File: src/rtl/baudgen_pkg.sv
package baudgen_pkg;

  localparam int unsigned SLOTS = 16;
  localparam int unsigned IDX_W = $clog2(SLOTS);

  typedef logic [SLOTS-1:0] slot_mask_t;
  typedef logic [IDX_W-1:0] slot_idx_t;

  // Evenly spread stretch pattern for a given stretch count.
  function automatic slot_mask_t spread_pattern(input logic [IDX_W-1:0] n);
    slot_mask_t p;
    case (n)
      4'd0:    p = 16'h0000;
      4'd1:    p = 16'h0080;
      4'd2:    p = 16'h0808;
      4'd3:    p = 16'h0888;
      4'd4:    p = 16'h2222;
      4'd5:    p = 16'h4924;
      4'd6:    p = 16'h4A52;
      4'd7:    p = 16'h54AA;
      4'd8:    p = 16'h5555;
      4'd9:    p = 16'hD555;
      4'd10:   p = 16'hD5D5;
      4'd11:   p = 16'hDDD5;
      4'd12:   p = 16'hDDDD;
      4'd13:   p = 16'hDFDD;
      4'd14:   p = 16'hDFDF;
      default: p = 16'hFFDF;
    endcase
    return p;
  endfunction

  // Last count value of a sub-period: divider plus one if stretched.
  function automatic logic [16:0] last_count(input logic [15:0] div, input logic stretch);
    return {1'b0, div} + {16'd0, stretch};
  endfunction

endpackage

File: src/rtl/bg_pattern_rom.sv
module bg_pattern_rom
  import baudgen_pkg::*;
(
  input  logic [IDX_W-1:0] frac_sel,
  output slot_mask_t       pattern
);
  always_comb pattern = spread_pattern(frac_sel);
endmodule

File: src/rtl/bg_mask_select.sv
module bg_mask_select
  import baudgen_pkg::*;
(
  input  logic       use_table,
  input  slot_mask_t reg_mask,
  input  slot_mask_t table_mask,
  output slot_mask_t mask_sel
);
  always_comb mask_sel = use_table ? table_mask : reg_mask;
endmodule

File: src/rtl/bg_subperiod_ctr.sv
module bg_subperiod_ctr
  import baudgen_pkg::*;
#(
  parameter int unsigned DIV_W = 16,
  localparam int unsigned CNT_W = DIV_W + 1
) (
  input  logic             clk,
  input  logic             rst,
  input  logic             en,
  input  logic [DIV_W-1:0] divider,
  input  slot_mask_t       mask_sel,
  output logic             tick,
  output slot_idx_t        sub_idx,
  output logic             armed_o,
  output logic [CNT_W-1:0] cnt_o,
  output logic [CNT_W-1:0] limit_o
);
  logic             armed;
  logic [CNT_W-1:0] cnt;
  logic [CNT_W-1:0] limit_m1;
  slot_idx_t        idx;
  slot_idx_t        idx_next;
  logic             at_end;

  always_comb begin
    idx_next = idx + 1'b1;
    at_end   = armed && (cnt == limit_m1);
  end

  always_ff @(posedge clk) begin
    if (rst || !en) begin
      armed    <= 1'b0;
      cnt      <= '0;
      idx      <= '0;
      limit_m1 <= '0;
    end else if (!armed) begin
      armed    <= 1'b1;
      cnt      <= '0;
      idx      <= '0;
      limit_m1 <= CNT_W'(last_count(16'(divider), mask_sel[0]));
    end else if (at_end) begin
      cnt      <= '0;
      idx      <= idx_next;
      limit_m1 <= CNT_W'(last_count(16'(divider), mask_sel[idx_next]));
    end else begin
      cnt <= cnt + 1'b1;
    end
  end

  assign tick    = at_end;
  assign sub_idx = idx;
  assign armed_o = armed;
  assign cnt_o   = cnt;
  assign limit_o = limit_m1;
endmodule

File: src/rtl/baud_tick_gen.sv
module baud_tick_gen
  import baudgen_pkg::*;
#(
  parameter int unsigned DIV_W = 16
) (
  input  logic             clk,
  input  logic             rst,
  input  logic             en,
  input  logic [DIV_W-1:0] divider,
  input  logic [15:0]      stretch_mask,
  input  logic [3:0]       frac_sel,
  input  logic             use_table,
  output logic             tick,
  output logic [3:0]       sub_idx
);
  localparam int unsigned CNT_W = DIV_W + 1;

  slot_mask_t       table_mask;
  slot_mask_t       mask_sel;
  logic             armed_w;
  logic [CNT_W-1:0] cnt_w;
  logic [CNT_W-1:0] limit_w;

  bg_pattern_rom u_rom (
    .frac_sel (frac_sel),
    .pattern  (table_mask)
  );

  bg_mask_select u_sel (
    .use_table  (use_table),
    .reg_mask   (stretch_mask),
    .table_mask (table_mask),
    .mask_sel   (mask_sel)
  );

  bg_subperiod_ctr #(.DIV_W(DIV_W)) u_ctr (
    .clk      (clk),
    .rst      (rst),
    .en       (en),
    .divider  (divider),
    .mask_sel (mask_sel),
    .tick     (tick),
    .sub_idx  (sub_idx),
    .armed_o  (armed_w),
    .cnt_o    (cnt_w),
    .limit_o  (limit_w)
  );
endmodule

File: config.mk
export PLATFORM = sky130hd
export DESIGN_NAME = baud_tick_gen
export DESIGN_NICKNAME = d
export VERILOG_FILES = /design/src/rtl/baudgen_pkg.sv /design/src/rtl/bg_pattern_rom.sv /design/src/rtl/bg_mask_select.sv /design/src/rtl/bg_subperiod_ctr.sv /design/src/rtl/baud_tick_gen.sv
export SDC_FILE = /design/constraint.sdc
export NUM_CORES = 1
export LEC_CHECK = 0
export BUFFER_PORTS_ARGS = -buffer_cell sky130_fd_sc_hd__buf_2
export CAP_MARGIN = 10
export CELL_PAD_IN_SITES_DETAIL_PLACEMENT = 0
export CELL_PAD_IN_SITES_GLOBAL_PLACEMENT = 1
export CORE_MARGIN = 3
export CORE_UTILIZATION = 30
export DETAILED_ROUTE_END_ITERATION = 8
export PLACE_DENSITY_LB_ADDON = 0.1
export SLEW_MARGIN = 20
export SYNTH_ARGS = -nofsm -noshare
export SYNTH_HDL_FRONTEND = slang
export SYNTH_SLANG_ARGS = --single-unit
File: constraint.sdc
create_clock -name clk -period 3.4 [get_ports clk]
set_input_delay 0.17 -clock clk [delete_from_list [all_inputs] [get_ports clk]]
set_output_delay 0.17 -clock clk [all_outputs]
set_load 0.01 [all_outputs]
==> results.sh, run 1 <==
export IMPL_max_stage_delay_ns=0.40
export IMPL_die_w_um=98.2
export IMPL_n_fill_cell=859
export IMPL_fin_setup_tns_ns=0
export IMPL_finalHoldViolCount=0
export IMPL_nets=388
export IMPL_grt_pass1_wl_um=10500
export IMPL_min_path_cells=3
export IMPL_synth_edf_count=0
export IMPL_post_cts_resized=0
export IMPL_via_per_inst=4.86
export IMPL_io_pins=45
export IMPL_wire_per_inst_um=13.9
export IMPL_gr_total_overflow=0
export IMPL_worstPathCellList="ha_1, buf_4, o32ai_1, o21ai_0, a2111oi_0, a311oi_1, ha_1, and4_1, nand2b_1, nor2_1, xor2_1, nand3_1, o21ai_0"
export IMPL_synth_seq_cells=39
export IMPL_fmax_mhz=327
export IMPL_antenna_found_initial=0
export IMPL_drt_pass1_iterations=4
export IMPL_hold_path_class="input pin to flip-flop"
export IMPL_synth_top_area_frac=0.306
export IMPL_dp_hpwl_um=4860
export IMPL_pwr_share_comb=0.149
export IMPL_synthFlopType="dfxtp_1"
export IMPL_finClkSkew_ns=0.0106
export IMPL_required_ns=3.57
export IMPL_worstSetupPathType="flip-flop to flip-flop"
export IMPL_drive_above_1_share=0.221
export IMPL_maxSlewViolCount=0
export IMPL_num_vias=2145
export IMPL_root_buffer="clkbuf_8"
export IMPL_clk_latency_ns=0.29
export IMPL_clock_sinks=39
export IMPL_critPathArrivalTime_ns=3.23
export IMPL_final_core_util=0.372
export IMPL_p_int_mw=0.754
export IMPL_r2r_start="u_ctr.sub_idx[1]"
export IMPL_timing_critical_path_buf_inv=1
export IMPL_status="completed"
export IMPL_drc=0
export IMPL_syn_num_nets=346
export IMPL_h_tree_depth=2
export IMPL_grt_max_degree=24
export IMPL_r2r_end="u_ctr.limit_o[13]"
export IMPL_finalSetupViolations=0
export IMPL_ir_worst_vdd_mv=0.174
export IMPL_yosysWarnings=0
export IMPL_power_share_sequential=0.466
export IMPL_start_util=0.320
export IMPL_syn_to_final_growth_pct=16.2
export IMPL_rsz0062_at_grt="no"
export IMPL_diodes=0
export IMPL_yosys_cell_types_count=45
export IMPL_p_leak_nw=1.17
export IMPL_startpoint_type="flip-flop"
export IMPL_place_congestion=0.787
export IMPL_pwr_share_clk=0.385
export IMPL_fin_ws_ns=0.343
export IMPL_power_density_nw_per_um2=347
export IMPL_syn_inst=296
export IMPL_reg2reg_depth=13
export IMPL_cts_buffers=5
export IMPL_clock_tree_buffer_depth=2
export IMPL_synth_top_cell_by_area="dfxtp_1"
export IMPL_post_cts_buffers=0
export IMPL_post_place_ws_ns=0.280
export IMPL_seq_area_frac_synth=0.306
export IMPL_ant_nets=0
export IMPL_critPathCaptureType="flip-flop"
export IMPL_rows=32
export IMPL_cap_violations=0
export IMPL_hold_start="divider[10]"
export IMPL_slowest_stage="a2111oi_0"
export IMPL_clk_pin_slew_ns=0.09
export IMPL_min_to="u_ctr.limit_o[10]"
export IMPL_p_sw_frac=0.266
export IMPL_async_flop_share=0
export IMPL_fin_crit_sh=0.899
export IMPL_grt_pass1_vias=2113
export IMPL_worst_slew_pin_slew_ns=0.748
export IMPL_synth_area_um2=2550
export IMPL_syn_avg_cell_area_um2=8.61
export IMPL_ys_top_cells_by_area="dfxtp_1 (31%), xor2_1 (12%), xnor2_1 (6.2%)"
export IMPL_max_slew_margin_rel=0.501
export IMPL_core_um2=7970
export IMPL_die_h_um=98.2
export IMPL_critPathMaxFanout=7
export IMPL_drt_iter0_markers=71
export IMPL_cts_tree="yes"
export IMPL_rrSetupSlack_ns=0.34
export IMPL_grt_usage=0.132
export IMPL_cp_top_family="compound AO/OA/AOI/OAI gates"
export IMPL_switchingPower_mw=0.273
export IMPL_wl_um=6120
export IMPL_io_buffers=44
export IMPL_die_area_um2=9640
export IMPL_period_needed_ns=3.06
export IMPL_cts_hold_fix_buffers=0
## cell usage after synthesis (3+ instances only)
| master | number |
|---|---|
| nor2_1 | 35 |
| buf_2 | 4 |
| and4_1 | 3 |
| ha_1 | 10 |
| o2bb2ai_1 | 3 |
| inv_1 | 9 |
| xnor2_1 | 18 |
| nand4_1 | 6 |
| o21ai_0 | 12 |
| mux2i_1 | 4 |
| a31oi_1 | 3 |
| mux2_2 | 3 |
| nand2b_1 | 6 |
| o2bb2ai_2 | 9 |
| xor2_1 | 34 |
| nand3_1 | 17 |
| nor2b_1 | 7 |
| dfxtp_1 | 39 |
| nand2_1 | 24 |
| a21oi_1 | 9 |
| nor3_1 | 6 |
| nor4_2 | 3 |
## routing by layer
layer | vias to the layer above | track usage | routed length, µm
li1 | 1114 | - | -
met1 | 985 | 0.170 | 2770
met2 | 42 | 0.227 | 3010
met3 | 4 | 0.0271 | 297
met4 | 0 | 0.0294 | 40
met5 | - | 0 | 0
## power groups by stage
stage | combinational, mW | clock [mW] | sequential [mW]
6_report | 0.153 | 0.396 | 0.479
5_1_grt | 0.174 | 0.430 | 0.481
3_3_place_gp | 0.155 | 0 | 0.490
3_5_place_dp | 0.154 | 0 | 0.490
4_1_cts | 0.155 | 0.410 | 0.479
2_1_floorplan | 0.102 | 0 | 0.486
## state kept, by name (all words and copies together) (netlist names)
signal,flops
u_ctr.armed_o,1
u_ctr.limit_o,17
u_ctr.sub_idx,4
u_ctr.cnt_o,17
## worst max-delay path by stage
stage	startpoint	endpoint	slack (ns)	depth (start not counted)
floorplan	u_ctr.sub_idx[0]	u_ctr.limit_o[13]	0.38	14
global placement	u_ctr.sub_idx[1]	u_ctr.limit_o[13]	0.23	13
detailed placement	frac_sel[1]	u_ctr.limit_o[15]	0.28	14
CTS	u_ctr.sub_idx[1]	u_ctr.limit_o[13]	0.28	13
global route	u_ctr.sub_idx[1]	u_ctr.limit_o[15]	0.03	13
finish	u_ctr.sub_idx[1]	u_ctr.limit_o[13]	0.34	13
## worst min-delay path: stages
cell	delay (ns)
buf_2	0.09
xor2_1	0.06
o2bb2ai_1	0.10
## area by class of cell
cell class | count | area [µm²] | share of cell area
tap | 102 | 128 | 0.0431
clock inverter | 3 | 46.3 | 0.0156
sequential | 39 | 781 | 0.264
multi-input combinational | 236 | 1670 | 0.562
timing repair buffer | 46 | 235 | 0.0794
clock buffer | 5 | 68.8 | 0.0232
inverter | 10 | 37.5 | 0.0127
## stage by stage
stage | instances | power [mW] | hold slack (ns) | area [µm²]
global placement | 433 | 0.645 | 0.464 | 2840
detailed placement | 433 | 0.644 | 0.469 | 2840
global route | 441 | 1.08 | 0.179 | 2960
CTS | 441 | 1.04 | 0.154 | 2960
finish | 441 | 1.03 | 0.162 | 2960
floorplan | 296 | 0.589 | 0.346 | 2550
## cell usage in the layout (no fill, tap or decap), types with 3 or more instances in the layout
master / Yosys / final
clkbuf_8: 0 / 5
ha_1: 10 / 10
nand4_1: 6 / 6
nand2b_1: 6 / 6
and4_1: 3 / 3
inv_1: 9 / 9
mux2i_1: 4 / 4
nor4_2: 3 / 3
nor2b_1: 7 / 7
xnor2_1: 18 / 18
o21ai_0: 12 / 12
nor2_2: 1 / 3
buf_2: 4 / 44
nor3_1: 6 / 6
a31oi_1: 3 / 3
mux2_2: 3 / 3
o2bb2ai_1: 3 / 3
dfxtp_1: 39 / 39
nand3_1: 17 / 17
xor2_1: 34 / 34
nor2_1: 35 / 33
a21oi_1: 9 / 9
nand2_1: 24 / 24
o2bb2ai_2: 9 / 9
## cell families after synthesis
group | count (synthesis) | share of synthesized area
DFF | 39 | 0.306
muxes | 7 | 0.0290
xor gates and xnor gates | 52 | 0.179
and+or+nand+nor | 116 | 0.231
buffers and inverters | 21 | 0.0422
adders and majority gates | 10 | 0.0491
AOI/OAI and AO/OA | 51 | 0.164
No activity file was read; power rests on OpenSTA's default activity.
==> inputs of run 2 (changes only) <==
--- a/config.mk
+++ b/config.mk
@@ -11,9 +11,9 @@
 export CELL_PAD_IN_SITES_GLOBAL_PLACEMENT = 1
 export CORE_MARGIN = 3
 export CORE_UTILIZATION = 30
+export CTS_BUF_LIST = sky130_fd_sc_hd__clkbuf_4
 export DETAILED_ROUTE_END_ITERATION = 8
 export PLACE_DENSITY_LB_ADDON = 0.1
-export SLEW_MARGIN = 20
 export SYNTH_ARGS = -nofsm -noshare
 export SYNTH_HDL_FRONTEND = slang
 export SYNTH_SLANG_ARGS = --single-unit
==> run 2 against run 1 <==
Against the previous run:
- maximum frequency shrank 0.59%
- clock power shrank 18%
- cell count grew 0.23%
- combinational power is essentially flat
- hold slack lost 0.065 ns
- first-iteration DRC count grew 28%
- highest routed layer unchanged
==> results.sh, run 2 (same netlist as run 1, synthesis figures left out) <==
export IMPL_status="completed"
export IMPL_io_buffers=44
export IMPL_cts_tree="yes"
export IMPL_rsz0062_at_grt="no"
export IMPL_finClkSkew_ns=0.0147
export IMPL_switchingPower_mw=0.267
export IMPL_fin_crit_sh=0.905
export IMPL_drt_iter0_markers=91
export IMPL_post_cts_resized=0
export IMPL_power_share_sequential=0.501
export IMPL_clock_tree_buffer_depth=2
export IMPL_grt_max_degree=24
export IMPL_drc=0
export IMPL_hold_path_class="input pin to flip-flop"
export IMPL_finalSetupViolations=0
export IMPL_dp_hpwl_um=4820
export IMPL_fmax_mhz=325
export IMPL_via_per_inst=4.86
export IMPL_rrSetupSlack_ns=0.32
export IMPL_gr_total_overflow=0
export IMPL_p_sw_frac=0.279
export IMPL_die_h_um=98.2
export IMPL_ant_nets=0
export IMPL_met2_usage=0.222
export IMPL_final_cells=442
export IMPL_io_pins=45
export IMPL_clk_latency_ns=0.36
export IMPL_required_ns=3.64
export IMPL_nets=389
export IMPL_startpoint_type="flip-flop"
export IMPL_grt_pass1_wl_um=10300
export IMPL_root_buffer="clkbuf_4"
export IMPL_worstSetupPathType="flip-flop to flip-flop"
export IMPL_wire_per_inst_um=13.7
export IMPL_grtUsageMet1=0.166
export IMPL_die_w_um=98.2
export IMPL_rows=32
export IMPL_ir_worst_vdd_mv=0.200
export IMPL_p_int_mw=0.691
export IMPL_hold_start="divider[10]"
export IMPL_diodes=0
export IMPL_final_common_cell="buf_2"
export IMPL_grt_met3_usage=0.0336
export IMPL_clk_pin_slew_ns=0.13
export IMPL_design_area_um2=2930
export IMPL_r2r_start="u_ctr.sub_idx[1]"
export IMPL_start_util=0.320
export IMPL_die_area_um2=9640
export IMPL_pwr_share_clk=0.340
export IMPL_clock_sinks=39
export IMPL_cts_hold_fix_buffers=0
export IMPL_critPathArrivalTime_ns=3.32
export IMPL_final_core_util=0.368
export IMPL_grt_busiest_layer="met2"
export IMPL_r2r_end="u_ctr.limit_o[13]"
export IMPL_period_needed_ns=3.08
export IMPL_finalHoldViolCount=0
export IMPL_wl_um=6070
export IMPL_placed_area_um2=2840
export IMPL_power_density_nw_per_um2=327
export IMPL_num_vias=2147
export IMPL_reg2reg_depth=13
export IMPL_drt_pass1_iterations=4
export IMPL_mostFrequentLayoutCells="buf_2 (44), dfxtp_1 (39), nor2_1 (35), xor2_1 (34), nand2_1 (24)"
export IMPL_post_cts_buffers=0
export IMPL_fin_setup_tns_ns=0
export IMPL_h_tree_depth=2
export IMPL_grt_usage=0.130
export IMPL_worst_slew_pin_slew_ns=0.569
export IMPL_drive_above_1_share=0.218
export IMPL_cts_buffers=5
export IMPL_dp_cells=433
export IMPL_max_slew_margin_rel=0.621
export IMPL_pwr_share_comb=0.159
export IMPL_grt_pass1_vias=2135
export IMPL_p_leak_nw=1.16
export IMPL_crit_end="u_ctr.limit_o[13]"
export IMPL_n_fill_cell=882
export IMPL_place_congestion=0.787
export IMPL_critPathCaptureType="flip-flop"
export IMPL_crit_start="u_ctr.sub_idx[1]"
export IMPL_critPathMaxFanout=7
export IMPL_syn_to_final_growth_pct=15.1
export IMPL_p_total_mw=0.958
export IMPL_antenna_found_initial=0
export IMPL_cap_violations=0
export IMPL_core_um2=7970
export IMPL_maxSlewViolCount=0
## run 2: cell types whose count changed in the layout (fill, tap and decap cells not counted)
cell	change
nor2_1	+2
buf_4	+1
nor2_2	-2
clkbuf_8	-5
clkbuf_4	+5
## run 2: worst max-delay path, stage by stage, from the launching register on
cell	delay [ns]
dfxtp_1	0.36
ha_1	0.34
buf_4	0.18
o32ai_1	0.36
o21ai_0	0.12
a2111oi_0	0.40
a311oi_1	0.14
ha_1	0.28
and4_1	0.23
nand2b_1	0.18
nor2_1	0.09
xor2_1	0.15
nand3_1	0.08
o21ai_0	0.08
## run 2: area by class of cell
cell class | instances | area [µm²] | area share
clock buffer | 5 | 37.5 | 0.0128
clock inverter | 3 | 46.3 | 0.0158
inverter | 10 | 37.5 | 0.0128
multi-input combinational | 236 | 1660 | 0.566
sequential | 39 | 781 | 0.266
tap | 102 | 128 | 0.0435
timing repair buffer | 47 | 243 | 0.0828
## run 2: metrics by stage
stage | setup slack [ns] | hold slack (ns)
after floorplan | 0.381 | 0.346
after global placement | 0.230 | 0.464
after global routing | 0.00731 | 0.0946
after CTS | 0.289 | 0.0795
final | 0.324 | 0.0970
after detailed placement | 0.259 | 0.469
## run 2: worst min path at each step
stage	endpoint	slack, ns	cells after the start
6_report	u_ctr.limit_o[10]	0.1	3
5_1_grt	u_ctr.limit_o[10]	0.09	3
3_5_place_dp	u_ctr.limit_o[10]	0.47	3
2_1_floorplan	u_ctr.limit_o[10]	0.35	2
4_1_cts	u_ctr.limit_o[10]	0.08	3
3_3_place_gp	u_ctr.limit_o[10]	0.46	3
## run 2: routing by layer
| metal | up-vias | routed length, µm |
|---|---|---|
| met5 | - | 0 |
| met4 | 0 | 51 |
| met3 | 6 | 251 |
| met2 | 37 | 3010 |
| met1 | 985 | 2760 |
| li1 | 1119 | - |
## run 2: power by group through the flow
stage          combinational (mW)  sequential, mW  clock [mW]
2_1_floorplan               0.102           0.486           0
3_3_place_gp                0.155           0.490           0
3_5_place_dp                0.153           0.490           0
4_1_cts                     0.153           0.480       0.337
5_1_grt                     0.174           0.482       0.356
6_report                    0.152           0.479       0.326
